--- config.mk ---
export PLATFORM = sky130hd
export DESIGN_NAME = issue_sequencer
export DESIGN_NICKNAME = d
export VERILOG_FILES = /design/src/rtl/isq_pkg.sv /design/src/rtl/isq_word_split.sv /design/src/rtl/isq_class_lookup.sv /design/src/rtl/isq_cycle_counter.sv /design/src/rtl/issue_sequencer.sv
export SDC_FILE = /design/constraint.sdc
export NUM_CORES = 1
export LEC_CHECK = 0
export ABC_AREA = 1
export BUFFER_PORTS_ARGS = -buffer_cell sky130_fd_sc_hd__buf_4
export CAP_MARGIN = 20
export CORE_MARGIN = 2
export CORE_UTILIZATION = 46
export CTS_CLUSTER_DIAMETER = 40
export DETAILED_ROUTE_END_ITERATION = 8
export PLACE_DENSITY = 0.79
export SETUP_SLACK_MARGIN = 0.02
export SYNTH_ARGS = -nofsm -noshare
export SYNTH_HDL_FRONTEND = slang
export SYNTH_SLANG_ARGS = --single-unit
--- constraint.sdc ---
create_clock -name clk -period 3.5 [get_ports clk]
set_input_delay 0.175 -clock clk [delete_from_list [all_inputs] [get_ports clk]]
set_output_delay 0.175 -clock clk [all_outputs]
set_load 0.05 [all_outputs]
--- src/rtl/isq_pkg.sv ---
package isq_pkg;

    localparam int WORD_W  = 32;
    localparam int LONG_W  = 30;
    localparam int SHORT_W = 15;
    localparam int CLASS_W = 6;
    localparam int MAP_W   = 2 ** CLASS_W;

    typedef enum logic [1:0] {
        FMT_PAR  = 2'b00,
        FMT_LR   = 2'b01,
        FMT_RL   = 2'b10,
        FMT_LONG = 2'b11
    } word_fmt_e;

    typedef enum logic [2:0] {
        TAG_LONG  = 3'd0,
        TAG_LEFT  = 3'd1,
        TAG_RIGHT = 3'd2,
        TAG_CTEST = 3'd3,
        TAG_CEXEC = 3'd4
    } slot_tag_e;

    typedef enum logic [1:0] {
        PAIR_SEQ  = 2'd0,
        PAIR_COND = 2'd1,
        PAIR_PAR  = 2'd2
    } pair_mode_e;

    typedef struct packed {
        logic                busy;
        pair_mode_e          mode;
        logic [SHORT_W-1:0]  hold_op;
        slot_tag_e           hold_tag;
        logic                out_valid;
        slot_tag_e           out_tag;
        logic [LONG_W-1:0]   out_payload;
        logic [CLASS_W-1:0]  out_class;
        logic                out_skip;
    } seq_state_t;

endpackage

--- src/rtl/isq_word_split.sv ---
module isq_word_split
    import isq_pkg::*;
(
    input  logic [WORD_W-1:0]               word,
    output word_fmt_e                       fmt,
    output logic [LONG_W-1:0]               long_op,
    output logic [CLASS_W-1:0]              long_class,
    output logic [1:0][SHORT_W-1:0]         short_op,
    output logic [1:0][CLASS_W-1:0]         short_class
);
    localparam int LEFT_LO  = SHORT_W;
    localparam int CLASS_LO = SHORT_W - CLASS_W;

    always_comb begin
        fmt        = word_fmt_e'(word[WORD_W-1 -: 2]);
        long_op    = word[LONG_W-1:0];
        long_class = word[LONG_W-1 -: CLASS_W];
        // index 0: left slot, index 1: right slot
        short_op[0] = word[LEFT_LO +: SHORT_W];
        short_op[1] = word[0 +: SHORT_W];
        for (int s = 0; s < 2; s++) begin
            short_class[s] = short_op[s][CLASS_LO +: CLASS_W];
        end
    end

endmodule

--- src/rtl/isq_class_lookup.sv ---
module isq_class_lookup
    import isq_pkg::*;
#(
    parameter logic [MAP_W-1:0] TEST_MAP = '0
) (
    input  logic [CLASS_W-1:0] op_class,
    output logic               test_only
);
    always_comb begin
        test_only = TEST_MAP[op_class];
    end

endmodule

--- src/rtl/isq_cycle_counter.sv ---
module isq_cycle_counter #(
    parameter int CNT_W = 16
) (
    input  logic             clk,
    input  logic             rst_n,
    input  logic             step,
    output logic [CNT_W-1:0] count
);
    localparam logic [CNT_W-1:0] ONE = CNT_W'(1);

    logic [CNT_W-1:0] count_d, count_q;

    always_comb begin
        count_d = count_q;
        if (step) begin
            count_d = count_q + ONE;
        end
    end

    always_ff @(posedge clk) begin
        if (!rst_n) begin
            count_q <= '0;
        end else begin
            count_q <= count_d;
        end
    end

    assign count = count_q;

    a_r9_single_step: assert property (@(posedge clk) disable iff (!rst_n)
        (count_q == $past(count_q)) || (count_q == $past(count_q) + ONE));

endmodule

--- src/rtl/issue_sequencer.sv ---
module issue_sequencer
    import isq_pkg::*;
#(
    parameter int               CNT_W     = 16,
    parameter logic [MAP_W-1:0] CTEST_MAP = 64'h0C00_0000_0000_0000
) (
    input  logic                clk,
    input  logic                rst_n,
    input  logic                word_valid,
    output logic                word_ready,
    input  logic [31:0]         word_data,
    input  logic                fb_valid,
    input  logic                fb_pc_changed,
    input  logic                fb_exception,
    input  logic                fb_cond_true,
    output logic                iss_valid,
    output logic [2:0]          iss_tag,
    output logic [29:0]         iss_payload,
    output logic [5:0]          iss_class,
    output logic                jump_skip,
    output logic [CNT_W-1:0]    cyc_count
);
    localparam int PAD_W    = LONG_W - SHORT_W;
    localparam int CLASS_LO = SHORT_W - CLASS_W;
    localparam int SLOT_L   = 0;
    localparam int SLOT_R   = 1;

    word_fmt_e                   fmt;
    logic [LONG_W-1:0]           long_op;
    logic [CLASS_W-1:0]          long_class;
    logic [1:0][SHORT_W-1:0]     short_op;
    logic [1:0][CLASS_W-1:0]     short_class;
    logic [1:0]                  ctest_hit;
    logic                        accept;
    logic                        cnt_step;
    seq_state_t                  st_d, st_q;

    isq_word_split u_split (
        .word        (word_data),
        .fmt         (fmt),
        .long_op     (long_op),
        .long_class  (long_class),
        .short_op    (short_op),
        .short_class (short_class)
    );

    for (genvar g = 0; g < 2; g++) begin : g_lookup
        isq_class_lookup #(.TEST_MAP(CTEST_MAP)) u_lookup (
            .op_class  (short_class[g]),
            .test_only (ctest_hit[g])
        );
    end

    isq_cycle_counter #(.CNT_W(CNT_W)) u_count (
        .clk   (clk),
        .rst_n (rst_n),
        .step  (cnt_step),
        .count (cyc_count)
    );

    assign accept = word_valid && !st_q.busy;

    always_comb begin
        st_d           = st_q;
        st_d.out_valid = 1'b0;
        st_d.out_skip  = 1'b0;
        cnt_step       = 1'b0;

        if (accept) begin
            cnt_step = 1'b1;
            unique case (fmt)
                FMT_LONG: begin
                    st_d.out_valid   = 1'b1;
                    st_d.out_tag     = TAG_LONG;
                    st_d.out_payload = long_op;
                    st_d.out_class   = long_class;
                end
                FMT_LR: begin
                    st_d.out_valid   = 1'b1;
                    st_d.out_tag     = TAG_LEFT;
                    st_d.out_payload = {{PAD_W{1'b0}}, short_op[SLOT_L]};
                    st_d.out_class   = short_class[SLOT_L];
                    st_d.busy        = 1'b1;
                    st_d.mode        = PAIR_SEQ;
                    st_d.hold_op     = short_op[SLOT_R];
                    st_d.hold_tag    = TAG_RIGHT;
                end
                FMT_RL: begin
                    st_d.out_valid   = 1'b1;
                    st_d.out_tag     = TAG_RIGHT;
                    st_d.out_payload = {{PAD_W{1'b0}}, short_op[SLOT_R]};
                    st_d.out_class   = short_class[SLOT_R];
                    st_d.busy        = 1'b1;
                    st_d.mode        = PAIR_SEQ;
                    st_d.hold_op     = short_op[SLOT_L];
                    st_d.hold_tag    = TAG_LEFT;
                end
                default: begin
                    st_d.out_valid = 1'b1;
                    st_d.busy      = 1'b1;
                    if (ctest_hit[SLOT_L]) begin
                        st_d.out_tag     = TAG_CTEST;
                        st_d.out_payload = {{PAD_W{1'b0}}, short_op[SLOT_L]};
                        st_d.out_class   = short_class[SLOT_L];
                        st_d.mode        = PAIR_COND;
                        st_d.hold_op     = short_op[SLOT_R];
                        st_d.hold_tag    = TAG_CEXEC;
                    end else if (ctest_hit[SLOT_R]) begin
                        st_d.out_tag     = TAG_CTEST;
                        st_d.out_payload = {{PAD_W{1'b0}}, short_op[SLOT_R]};
                        st_d.out_class   = short_class[SLOT_R];
                        st_d.mode        = PAIR_COND;
                        st_d.hold_op     = short_op[SLOT_L];
                        st_d.hold_tag    = TAG_CEXEC;
                    end else begin
                        st_d.out_tag     = TAG_LEFT;
                        st_d.out_payload = {{PAD_W{1'b0}}, short_op[SLOT_L]};
                        st_d.out_class   = short_class[SLOT_L];
                        st_d.mode        = PAIR_PAR;
                        st_d.hold_op     = short_op[SLOT_R];
                        st_d.hold_tag    = TAG_RIGHT;
                    end
                end
            endcase
        end else if (st_q.busy && fb_valid) begin
            logic go;
            st_d.busy = 1'b0;
            unique case (st_q.mode)
                PAIR_SEQ:  go = !fb_pc_changed && !fb_exception;
                PAIR_COND: go = fb_cond_true;
                default:   go = !fb_exception;
            endcase
            if (go) begin
                st_d.out_valid   = 1'b1;
                st_d.out_tag     = st_q.hold_tag;
                st_d.out_payload = {{PAD_W{1'b0}}, st_q.hold_op};
                st_d.out_class   = st_q.hold_op[CLASS_LO +: CLASS_W];
                cnt_step         = (st_q.mode == PAIR_SEQ);
            end else if (st_q.mode == PAIR_SEQ && !fb_exception) begin
                st_d.out_skip = 1'b1;
            end
        end
    end

    always_ff @(posedge clk) begin
        if (!rst_n) begin
            st_q <= '0;
        end else begin
            st_q <= st_d;
        end
    end

    assign word_ready  = !st_q.busy;
    assign iss_valid   = st_q.out_valid;
    assign iss_tag     = st_q.out_tag;
    assign iss_payload = st_q.out_payload;
    assign iss_class   = st_q.out_class;
    assign jump_skip   = st_q.out_skip;

    a_r1_long_single: assert property (@(posedge clk) disable iff (!rst_n)
        (word_valid && word_ready && word_data[31:30] == 2'b11)
        |=> (iss_valid && iss_tag == TAG_LONG && word_ready));

    a_r10_pair_stalls: assert property (@(posedge clk) disable iff (!rst_n)
        (word_valid && word_ready && word_data[31:30] != 2'b11)
        |=> (iss_valid && !word_ready));

    a_r6_cexec_after_true: assert property (@(posedge clk) disable iff (!rst_n)
        (iss_valid && iss_tag == TAG_CEXEC) |-> $past(fb_valid && fb_cond_true));

    a_r5_skip_without_issue: assert property (@(posedge clk) disable iff (!rst_n)
        jump_skip |-> (!iss_valid && $past(fb_pc_changed && !fb_exception)));

    a_r12_second_needs_feedback: assert property (@(posedge clk) disable iff (!rst_n)
        ($rose(word_ready) && $past(rst_n)) |-> $past(fb_valid));

endmodule

==> key figures <==
Status
  • Outcome: completed

Timing
  • Worst-Margin Slew: 1.04 ns
  • Final setup margin: 1.56 ns
  • Skew final: 0.00578 ns
  • Period utilisation layout: 0.554
  • Final min period: 1.94 ns
  • Final Max Tran Viols: 0
  • Fmax: 516 MHz
  • Final Setup Violations: 0
  • RSZ-0062 raised after global routing: no
  • Fin Setup TNS: 0 ns
  • Final Hold Viols: 0
  • Max-slew headroom: 0.305

Yosys
  • Mapped Cells: 689
  • Register area share after synthesis: 0.329
  • Mapped Area: 4690 µm²
  • #FFs+latches synth: 77
  • Yosys top cell by area: dfxtp_1
  • Avg Inst Size Synth: 6.81 µm²
  • Synth cell types: 33
  • Synth warn: 0
  • Share of the synthesized area in the top cell type: 0.329
  • Syn_nets: 734
  • Ranking of synthesized cells by area: dfxtp_1 (33%), nand2_1 (11%), buf_4 (7.2%), a21oi_1 (6.8%), inv_1 (6.0%)

Power and ir drop
  • Static Leak: 2.33 nW
  • Max IR drop VDD: 0.230 mV
  • Int Power: 0.00137 W
  • Logic pwr share: 0.238
  • Psw: 0.000735 W
  • Switch share: 0.349
  • Reg power frac: 0.450
  • Clock Power Share: 0.312
  • PD cells: 398 nW/µm²

Clock network
  • CTS Buf Count: 9
  • CTS Buffer Depth: 2
  • H-tree depth: 3
  • Clock-pin slew on the worst setup and hold paths: 0.09 ns
  • CTS Hold Buffers Added: 0
  • Post-CTS sizing: 0
  • Post-CTS setup buffer count: 0
  • Clock Root Buffer: clkbuf_8
  • CTS tree: built
  • Clk_lat worst skew: 0.37 ns
  • TritonCTS Sinks: 77

Placement
  • PortBufs: 96
  • Final GP Congestion: 0.916
  • Detail Placement HPWL: 9280 µm
  • Placement Setup Slack: 1.22 ns

Worst setup path
  • Worst Path Required: 3.78 ns
  • Critical path's top delay family: simple AND/OR/NAND/NOR gates
  • Critical Path AT: 2.22 ns
  • R2R cell count: 7
  • Worst path bufs/invs: 2
  • Critical path depth in cells: 7
  • Crit path largest cell delay: 0.36 ns
  • CP Launch Type: flop
  • CP Cell Sequence: inv_2 -> nand2_4 -> nor2_8 -> inv_2 -> nor2_4 -> o211ai_1 -> a21oi_1
  • Max Fanout on Critical Path: 24
  • Crit end category: flop
  • Top cell by count, worst path: inv_2
  • CP Class: reg2reg
  • CP max-delay cell: nor2_4

Final layout
  • Layout cell share with drive strength beyond 1: 0.212
  • Antenna diode count: 0
  • Area growth syn-to-layout: 12.8%
  • Final nets: 772

Detailed routing
  • DRT antenna net count: 0
  • Avg WL per Cell: 15.3 µm
  • 1st-iter DRT viols: 344
  • Vias: 4663
  • Vias per cell: 5.39
  • Drt first pass iters: 6
  • WL final: 13300 µm
  • Post-route DRC: 0

Global routing
  • Met1 Resource Use GR: 0.315
  • Layer with the highest usage: met2
  • M2 GR Usage: 0.387
  • Met3 Usage GRT: 0.0505
  • First-pass GRT wire length: 21400 µm
  • Grt ovf: 0
  • GRT Util Overall: 0.240
  • Via count of the first global-routing pass: 4404
  • Largest net degree at the start of global routing: 54
  • Initial antenna violation count: 0

Die
  • I/O pin count: 97
  • Initial Util: 0.478
  • Die Width: 105 µm
  • Die ar.: 11000 µm²
  • Die Height: 105 µm
  • Core area: 9820 µm²
  • Row count: 36

Worst hold path
  • Min-delay worst type: in2reg
  • WHS Path Cells: 4

Job
  • Total of max-cap violations: 0
[worst register-to-register path: cells and delay by family (launching register included)]
kind	cells	cell delay [ns]
AO/OA/AOI/OAI	2	0.33
buffers and inverters	2	0.32
flip-flops	1	0.34
AND/OR/NAND/NOR	3	0.87
[layout make-up]
type / instances / area [µm²]
fill: 982 / 4530
multi-input combinational: 454 / 2340
sequential: 77 / 1540
timing repair buffer: 96 / 721
inverter: 89 / 334
tap: 133 / 166
clock buffer: 11 / 151
clock inverter: 5 / 33.8
[metrics by stage]
step           hold WS [ns]  utilization  total power [W]  cell area [µm²]  std cells
6_report             0.0768        0.539          0.00211             5290        865
3_3_place_gp          0.449        0.520          0.00145             5110        849
3_5_place_dp          0.455        0.520          0.00146             5110        849
2_1_floorplan         0.338            -          0.00135             4690        689
4_1_cts              0.0682        0.539          0.00211             5290        865
5_1_grt              0.0765        0.539          0.00220             5290        865
[sequential cells by signal, indices dropped and copies added (netlist names)]
signal         flops
st_q              20
u_count.count     16
iss_tag            3
jump_skip          1
iss_class          6
iss_payload       30
iss_valid          1
[synth_stat cells (all sizes together)]
cell	count
ha	6
nand2	144
buf	59
nand3	56
o21bai	9
o21ai	59
nand4	6
or2	1
o221ai	1
nor3	6
a21oi	66
inv	89
nor2	58
o211ai	13
a31oi	7
dfxtp	77
o22ai	17
clkbuf	10
a22oi	5
[logic make-up (layout without fill, tap and decap cells)]
| logic type | Yosys count | count (layout) | share of synthesized area |
|---|---|---|---|
| simple gates | 271 | 271 | 0.270 |
| compound gates | 177 | 177 | 0.213 |
| buf+inv | 158 | 201 | 0.172 |
| flops | 77 | 77 | 0.329 |
| fa+ha+maj | 6 | 6 | 0.0160 |
[power groups by stage]
stage	registers [W]	logic [W]	clock network [W]
6_report	0.000947	0.000501	0.000658
5_1_grt	0.000953	0.000542	0.000707
4_1_cts	0.000947	0.000498	0.000668
3_5_place_dp	0.000967	0.000496	0
3_3_place_gp	0.000966	0.000488	0
2_1_floorplan	0.000973	0.000373	0
[placed cells by master, fill, tap and decap left out, drive strengths merged]
cell type / synthesis / routed
nand2: 144 / 144
buf: 59 / 96
inv: 89 / 90
dfxtp: 77 / 77
a21oi: 66 / 66
o21ai: 59 / 59
nor2: 58 / 58
nand3: 56 / 56
o22ai: 17 / 17
o211ai: 13 / 13
clkbuf: 10 / 11
o21bai: 9 / 9
a31oi: 7 / 7
nand4: 6 / 6
ha: 6 / 6
nor3: 6 / 6
a22oi: 5 / 5
clkinvlp: 0 / 2
clkinv: 0 / 2
o221ai: 1 / 1
or2: 1 / 1
[path summary, 6_finish.rpt]
path                            slack, ns             from              end
worst min-delay path                 0.08     fb_exception        jump_skip
worst min register to register       0.46  iss_payload[24]  iss_payload[24]
worst max-delay path                 1.56         st_q[61]         st_q[46]
worst max register to register       1.56         st_q[61]         st_q[46]
[per-layer routing]
metal,vias to the layer above,part of all wire
li1,2301,-
met1,2126,0.44
met2,212,0.46
met3,24,0.078
met4,0,0.017
met5,-,0
No activity file was read; power rests on OpenSTA's default activity.
